`config.mk`:
```
export PLATFORM = sky130hd
export DESIGN_NAME = windowed_traceback
export DESIGN_NICKNAME = d
export VERILOG_FILES = /design/src/rtl/wtb_pkg.sv /design/src/rtl/wtb_ctrl.sv /design/src/rtl/wtb_datapath.sv /design/src/rtl/windowed_traceback.sv
export SDC_FILE = /design/constraint.sdc
export NUM_CORES = 1
export LEC_CHECK = 0
export BUFFER_PORTS_ARGS = -buffer_cell sky130_fd_sc_hd__buf_4
export CAP_MARGIN = 20
export CORE_UTILIZATION = 50
export CTS_CLUSTER_SIZE = 30
export DETAILED_ROUTE_END_ITERATION = 8
export GPL_TIMING_DRIVEN = 0
export PLACE_DENSITY = 0.66
export SYNTH_ARGS = -nofsm -noshare
export SYNTH_HDL_FRONTEND = slang
export SYNTH_SLANG_ARGS = --single-unit
```
`constraint.sdc`:
```
create_clock -name clk -period 6.45 [get_ports clk]
set_input_delay 0.3225 -clock clk [delete_from_list [all_inputs] [get_ports clk]]
set_output_delay 0.3225 -clock clk [all_outputs]
set_load 0.005 [all_outputs]
```
`src/rtl/wtb_pkg.sv`:
```
package wtb_pkg;

  typedef enum logic [1:0] {
    ST_IDLE,
    ST_FILL,
    ST_TRACE,
    ST_EMIT
  } wtbState_e;

  // strobes from control to datapath
  typedef struct packed {
    logic takeIn;     // store a decision vector
    logic loadTrace;  // seed traceback from newest step
    logic stepTrace;  // one traceback step
    logic keepBit;    // store the traced bit in reorder buffer
  } wtbCtl_t;

endpackage

```
`src/rtl/wtb_ctrl.sv`:
```
module wtb_ctrl
  import wtb_pkg::*;
#(
  parameter int MAX_WIN = 16,
  parameter int CNT_W   = 6,
  parameter int IDX_W   = 4
) (
  input  logic             clk,
  input  logic             rstN,
  input  logic             cfgValid,
  input  logic [31:0]      cfgData,
  output logic             cfgReady,
  input  logic             inValid,
  input  logic             inLast,
  output logic             inReady,
  output logic             outValid,
  output logic             outLast,
  input  logic             outReady,
  output wtbCtl_t          ctl,
  output logic [IDX_W-1:0] bitIdx,
  output logic [IDX_W-1:0] emitIdx
);

  wtbState_e        state;
  logic [CNT_W-1:0] winLen, acqLen, fill, wEff, discLeft;
  logic             blockDone;

  logic [CNT_W-1:0] fillInc, traceFill, traceW;
  logic             goTrace, emitEnd, lastWin, reTrace;

  function automatic logic [CNT_W-1:0] satWin(input logic [15:0] v);
    if (v == 16'd0)               return CNT_W'(1);
    else if (v > 16'(MAX_WIN))    return CNT_W'(MAX_WIN);
    else                          return v[CNT_W-1:0];
  endfunction

  function automatic logic [CNT_W-1:0] satAcq(input logic [15:0] v);
    if (v > 16'(MAX_WIN)) return CNT_W'(MAX_WIN);
    else                  return v[CNT_W-1:0];
  endfunction

  always_comb begin
    fillInc   = fill + CNT_W'(1);
    traceFill = (state == ST_FILL) ? fillInc : (fill - wEff);
    traceW    = (traceFill < winLen) ? traceFill : winLen;
    goTrace   = (state == ST_FILL) && inValid &&
                (inLast || (fillInc == winLen + acqLen));
    lastWin   = blockDone && (fill == wEff);
    emitEnd   = (state == ST_EMIT) && outReady &&
                (emitIdx == IDX_W'(wEff - CNT_W'(1)));
    reTrace   = emitEnd && blockDone && !lastWin;

    ctl.takeIn    = (state == ST_FILL) && inValid;
    ctl.loadTrace = goTrace || reTrace;
    ctl.stepTrace = (state == ST_TRACE);
    ctl.keepBit   = (state == ST_TRACE) && (discLeft == '0);

    cfgReady = (state == ST_IDLE);
    inReady  = (state == ST_FILL);
    outValid = (state == ST_EMIT);
    outLast  = (state == ST_EMIT) && lastWin &&
               (emitIdx == IDX_W'(wEff - CNT_W'(1)));
  end

  always_ff @(posedge clk) begin
    if (!rstN) begin
      state     <= ST_IDLE;
      winLen    <= CNT_W'(1);
      acqLen    <= '0;
      fill      <= '0;
      wEff      <= CNT_W'(1);
      discLeft  <= '0;
      blockDone <= 1'b0;
      bitIdx    <= '0;
      emitIdx   <= '0;
    end else begin
      if (ctl.loadTrace) begin
        wEff     <= traceW;
        discLeft <= traceFill - traceW;
        bitIdx   <= IDX_W'(traceW - CNT_W'(1));
      end
      unique case (state)
        ST_IDLE: if (cfgValid) begin
          winLen    <= satWin(cfgData[31:16]);
          acqLen    <= satAcq(cfgData[15:0]);
          fill      <= '0;
          blockDone <= 1'b0;
          state     <= ST_FILL;
        end
        ST_FILL: if (ctl.takeIn) begin
          fill <= fillInc;
          if (inLast)  blockDone <= 1'b1;
          if (goTrace) state <= ST_TRACE;
        end
        ST_TRACE: begin
          if (discLeft != '0) discLeft <= discLeft - CNT_W'(1);
          else if (bitIdx == '0) begin
            state   <= ST_EMIT;
            emitIdx <= '0;
          end else bitIdx <= bitIdx - IDX_W'(1);
        end
        ST_EMIT: if (outReady) begin
          if (emitEnd) begin
            fill <= fill - wEff;
            if (lastWin)        state <= ST_IDLE;
            else if (blockDone) state <= ST_TRACE;
            else                state <= ST_FILL;
          end else emitIdx <= emitIdx + IDX_W'(1);
        end
        default: state <= ST_IDLE;
      endcase
    end
  end

endmodule

```
`src/rtl/wtb_datapath.sv`:
```
module wtb_datapath
  import wtb_pkg::*;
#(
  parameter int MAX_WIN = 16,
  parameter int SB      = 4,
  parameter int NSTATE  = 16,
  parameter int DEPTH_W = 5,
  parameter int IDX_W   = 4
) (
  input  logic              clk,
  input  logic              rstN,
  input  wtbCtl_t           ctl,
  input  logic [NSTATE-1:0] inDec,
  input  logic [SB-1:0]     inBest,
  input  logic [IDX_W-1:0]  bitIdx,
  input  logic [IDX_W-1:0]  emitIdx,
  output logic              outBit
);

  localparam int DEPTH = 1 << DEPTH_W;

  logic [NSTATE-1:0]  decMem [DEPTH];
  logic               reord  [MAX_WIN];
  logic [DEPTH_W-1:0] wrPtr, trPtr;
  logic [SB-1:0]      bestReg, trState;
  logic               predMsb;

  assign predMsb = decMem[trPtr][trState];
  assign outBit  = reord[emitIdx];

  always_ff @(posedge clk) begin
    if (ctl.takeIn) decMem[wrPtr] <= inDec;
    if (ctl.keepBit) reord[bitIdx] <= trState[0];
  end

  always_ff @(posedge clk) begin
    if (!rstN) begin
      wrPtr   <= '0;
      trPtr   <= '0;
      bestReg <= '0;
      trState <= '0;
    end else begin
      if (ctl.takeIn) begin
        wrPtr   <= wrPtr + DEPTH_W'(1);
        bestReg <= inBest;
      end
      if (ctl.loadTrace) begin
        trPtr   <= ctl.takeIn ? wrPtr  : wrPtr - DEPTH_W'(1);
        trState <= ctl.takeIn ? inBest : bestReg;
      end else if (ctl.stepTrace) begin
        trPtr   <= trPtr - DEPTH_W'(1);
        trState <= {predMsb, trState[SB-1:1]};
      end
    end
  end

endmodule

```
`src/rtl/windowed_traceback.sv`:
```
module windowed_traceback
  import wtb_pkg::*;
#(
  parameter int MAX_WIN    = 16,
  parameter int CONSTR_LEN = 5
) (
  input  logic                          clk,
  input  logic                          rstN,
  input  logic                          cfgValid,
  input  logic [31:0]                   cfgData,
  output logic                          cfgReady,
  input  logic                          inValid,
  input  logic [(1<<(CONSTR_LEN-1))-1:0] inDec,
  input  logic [CONSTR_LEN-2:0]         inBest,
  input  logic                          inLast,
  output logic                          inReady,
  output logic                          outValid,
  output logic                          outData,
  output logic                          outLast,
  input  logic                          outReady
);

  localparam int SB      = CONSTR_LEN - 1;
  localparam int NSTATE  = 1 << SB;
  localparam int DEPTH_W = $clog2(2 * MAX_WIN);
  localparam int CNT_W   = $clog2(2 * MAX_WIN + 1);
  localparam int IDX_W   = $clog2(MAX_WIN);

  wtbCtl_t          ctl;
  logic [IDX_W-1:0] bitIdx, emitIdx;

  wtb_ctrl #(.MAX_WIN(MAX_WIN), .CNT_W(CNT_W), .IDX_W(IDX_W)) ctrl_i (
    .clk(clk), .rstN(rstN),
    .cfgValid(cfgValid), .cfgData(cfgData), .cfgReady(cfgReady),
    .inValid(inValid), .inLast(inLast), .inReady(inReady),
    .outValid(outValid), .outLast(outLast), .outReady(outReady),
    .ctl(ctl), .bitIdx(bitIdx), .emitIdx(emitIdx)
  );

  wtb_datapath #(.MAX_WIN(MAX_WIN), .SB(SB), .NSTATE(NSTATE),
                 .DEPTH_W(DEPTH_W), .IDX_W(IDX_W)) dp_i (
    .clk(clk), .rstN(rstN), .ctl(ctl),
    .inDec(inDec), .inBest(inBest),
    .bitIdx(bitIdx), .emitIdx(emitIdx),
    .outBit(outData)
  );

endmodule

```
==> results by stage <==
Clock network:
- In this run the clock root is driven by a clkbuf_16.
- The number of H-tree branching levels is 2.
- The post-cts resize count is 0.
- The number of buffers on the longest clock path is 3.
- Clock-pin slew was measured on the worst setup and hold paths at 60 ps.
- The clock latency on the worst-skew pair is 640 ps.
- In this run, CTS created clock tree buffers numbering 58.
- The number of sinks driven by the clock tree is 596.
- TritonCTS built the clock tree.

Floorplanning:
- Once the floorplan was initialized, standard cells occupied 50.63% of the core.
- The floorplan step defined a die boundary enclosing 50,360 um^2.
- The overall die width is 224.4 um.
- The number of top-level pins is 63.
- The floorplan step set the die height to 224.4 um.
- The standard cell core area is 48,850 um^2.
- The number of core rows is 81.

Synthesis:
- After synthesis, the share of flip-flops with an asynchronous set or reset is 0%.
- Synthesis produced a netlist with a net count of 1,567.
- The sequential fraction of the synthesis area is 69.61%.
- Of the post-synthesis cell area, the dominant cell type holds 64.10%.
- Ranked by total cell area, the synthesized netlist is headed by edfxtp_1 (64%), mux4_2 (12%), dfxtp_1 (5.5%).
- For this run, the number of Yosys warnings is 0.
- The post-synthesis sequential element count is 596.
- The biggest area consumer among synthesized cells is edfxtp_1.
- The gate count of the mapped netlist is 1,472.
- The distinct cell type count of the synthesized netlist is 58.
- The number of enable flip-flop cells after synthesis is 528.
- The cell area that synthesis handed to floorplanning was 24,730 um^2.
- The mean post-synth cell area is 16.80 um^2.
- The primary flip-flop cell chosen by synthesis mapping is edfxtp_1.

Outcome:
- The flow ran to the end, and the final reports show no timing, DRC or antenna violations.

Final layout:
- Relative to the synthesized area, the layout overhead comes to 15.20%.
- The final design instance area without fill is 28,490 um^2.
- The antenna diode count is 0.
- The proportion of layout cells with a drive suffix above 1 is 21.76%.
- The net count reported at finish is 1,722.

Critical path:
- Among the stages of the critical path, the cell type that occurs most often is inv_1.
- The classification of the worst setup path is flop to flop.
- The largest fanout on the critical path is 10.
- Among all stages on the critical path, the largest delay is contributed by or3b_2.
- The number of buffers and inverters on the critical path is 5.
- Grouping stages by cell kind, the critical path spends the most delay in compound AO/OA/AOI/OAI gates.
- The largest stage delay on the critical path is 540 ps.
- The data arrival time of the worst path is 6170 ps.
- The element type at the critical path start is a flop.
- The type of element capturing the critical path is a flop.
- Walking the worst path, the cells encountered are inv_1 > ha_1 > nor2b_1 > o21a_1 > o21ai_0 > a21oi_1 > or3b_2 > ha_1 > nand2_1 > o21ai_1 > inv_1 > nand2_1 > clkbuf_1 > a21oi_1 > inv_1 > ha_1 > inv_1 > o31ai_1 > nor2_1 > or3_1 > a31oi_1 > a21oi_1.
- The required time of the worst setup path is 6920 ps.

Route:
- The number of nets with antenna violations after routing is 0.
- The detail-routed via count per cell is 6.212.
- Dividing the detail-routed wire length by the instance count gives 28.15 um.
- The routed via count is 14,517.
- The final layout contains routed wiring with a total length of 65,790 um.
- The DRC violation total after the first TritonRoute iteration is 1,788.
- Before antenna repair, the detailed router went through 7 iterations.
- The total DRC errors in the routed layout is 0.

Timing:
- Headroom to the max-slew limit came out at 28.49%.
- In the final timing run, aggregate negative setup slack is 0 ps.
- The final worst-path cycle share is 88.39%.
- At the pin with the least slew margin, the transition time is 1073 ps.
- The final count of hold timing violations came to 0.
- The number of max-slew violations in the final report is 0.
- The final period demand of the worst path is 5701 ps.
- Setup repair after global routing left no endpoint under its margin.
- Clock skew on the completed layout was measured at 35.70 ps.
- Setup violations remaining at the end of the flow were counted as 0.
- The top achievable clock speed is 0.1754 GHz.

Pwr:
- In this run the static leakage power is 9.174 nW.
- Combinational logic burns 14.5% of the power.
- The internal power contribution is 0.006499 W.
- The worst IR drop on VDD is 0.0002474 V.
- Per report_power, the sequential group accounts for 48.8% of the total.
- The switching portion of total power is 25.74%.
- The clock network fraction of total power is 36.7%.
- In this run the power density over the cells is 307.2 nW/um^2.
- The analysis attributes to net switching a power of 0.002253 W.
- Summing internal, switching and leakage power gives 0.008752 W.

Placed design:
- The last weighted congestion value of the routability-driven placer is 0.8575.
- The estimated wirelength of the detail-placed design is 43,090 um.
- Input and output buffers added on the ports amount to 62.
- The placed instances occupy a cell area of 26,600 um^2.

Min path:
- The worst min-delay path category is primary input to flop.

Flow run:
- The number of max-cap violations is 0.

Global route:
- Entering global routing, the biggest net connects 33 pins.
- The total global-route track usage is 26.66%.
- The number of global-route vias before repair was 14,578.
- The number of antenna violations at the first check in global routing was 0.
- The first global-routing pass estimated 95,550 um of wire.
- The overall overflow remaining after global route is 0.
layout make-up:
type,count,area (um^2)
Multi-Input combinational cell,762,7156
Clock buffer,78,1549
Sequential cell,596,17220
Inverter,43,161.4
Tap cell,664,830.8
Buffer,71,345.3
Clock inverter,28,229.0
Fill cell,3693,20360
Timing Repair Buffer,95,1005
power by group through the flow:
stage / Combinational [W] / Clock (W) / Sequential (W)
3_3_place_gp: 0.00124 / 0 / 0.00435
5_1_grt: 0.00137 / 0.00338 / 0.00428
2_1_floorplan: 0.000827 / 0 / 0.00434
4_1_cts: 0.00127 / 0.00325 / 0.00427
6_report: 0.00127 / 0.00321 / 0.00427
3_5_place_dp: 0.00126 / 0 / 0.00435
state kept, by name (all words and copies together), names as in the netlist, named ones only:
signal and count:
ctrl_i.state 2, ctrl_i.fill 6, ctrl_i.blockDone 1, ctrl_i.acqLen 6
dp_i.decMem 512, dp_i.bestReg 4, dp_i.reord 16, dp_i.trState 4
ctrl_i.bitIdx 4, ctrl_i.wEff 6, ctrl_i.emitIdx 4, ctrl_i.discLeft 6
ctrl_i.winLen 6, dp_i.trPtr 5, dp_i.wrPtr 5
final timing paths:
check	from	endpoint	slack (ps)	cells after the start
hold / removal	inBest[1]	dp_i.bestReg[1]	20	3
hold reg to reg	ctrl_i.wEff[5]	ctrl_i.wEff[5]	470	2
setup / recovery	ctrl_i.wEff[1]	ctrl_i.discLeft[3]	750	22
setup reg to reg	ctrl_i.wEff[1]	ctrl_i.discLeft[3]	750	22
layer usage:
layer / vias to the layer above / global-route usage, % / routed length (um) / share of wire [%]
li1: 6189 / - / - / -
met1: 7419 / 35.47 / 25410 / 39
met2: 732 / 43.14 / 31510 / 48
met4: 0 / 12.40 / 3123 / 4.7
met5: - / 0 / 0 / 0
met3: 177 / 4.572 / 5753 / 8.7
tightest hold or removal path: stages:
cell and delay, ps:
buf_4 90, mux2i_1 90, nor2_1 90
cell families (layout without fill, tap and decap cells):
logic type	after synthesis	count (layout)	share of synthesized area, %
adders and majority gates	37	37	1.932
AOI/OAI and AO/OA	204	204	5.544
and+or+nand+nor	325	325	6.263
buffers and inverters	114	315	2.049
xor gates and xnor gates	41	41	1.619
DFF	596	596	69.61
muxes	155	155	12.99
synth_stat cells, types with 15 or more instances:
master	n
mux4_2	132
clkbuf_1	38
o21ai_0	30
ha_1	35
nor4_1	18
a21oi_1	50
nor2_1	95
nand2_1	79
dfxtp_1	68
nand3_1	28
inv_1	41
mux2i_1	18
a22oi_1	29
nor3_1	29
nor2b_1	17
edfxtp_1	528
and2_1	15
xnor2_1	25
through the flow:
stage / utilization [%] / hold WS [ps] / instances / setup slack (ps)
after global placement: 53.29 / 460.0 / 2198 / 375.2
after detailed placement: 54.46 / 462.6 / 2220 / 857.6
after floorplan: - / 421.4 / 1472 / 1825
final: 58.33 / 17.95 / 2337 / 748.9
after CTS: 58.30 / 1.645 / 2336 / 837.9
after global routing: 58.33 / 28.97 / 2337 / 298.0
layout by cell type, fill, tap and decap left out, types with 25 or more instances in the layout:
master / instances
a21oi_1: 50
a22oi_1: 29
buf_4: 73
clkbuf_1: 54
clkbuf_16: 58
dfxtp_1: 68
edfxtp_1: 528
ha_1: 35
inv_1: 41
mux4_2: 132
nand2_1: 79
nand3_1: 28
nor2_1: 65
nor3_1: 28
o21ai_0: 30
xnor2_1: 25
timing repair:
item,4_1_cts,5_1_grt
hold endpoints to repair,9,0
endpoints found under the setup margin,0,0
hold buffers,10,0
setup buffers,0,0
Note: power is estimated with default switching activity, not from simulation.
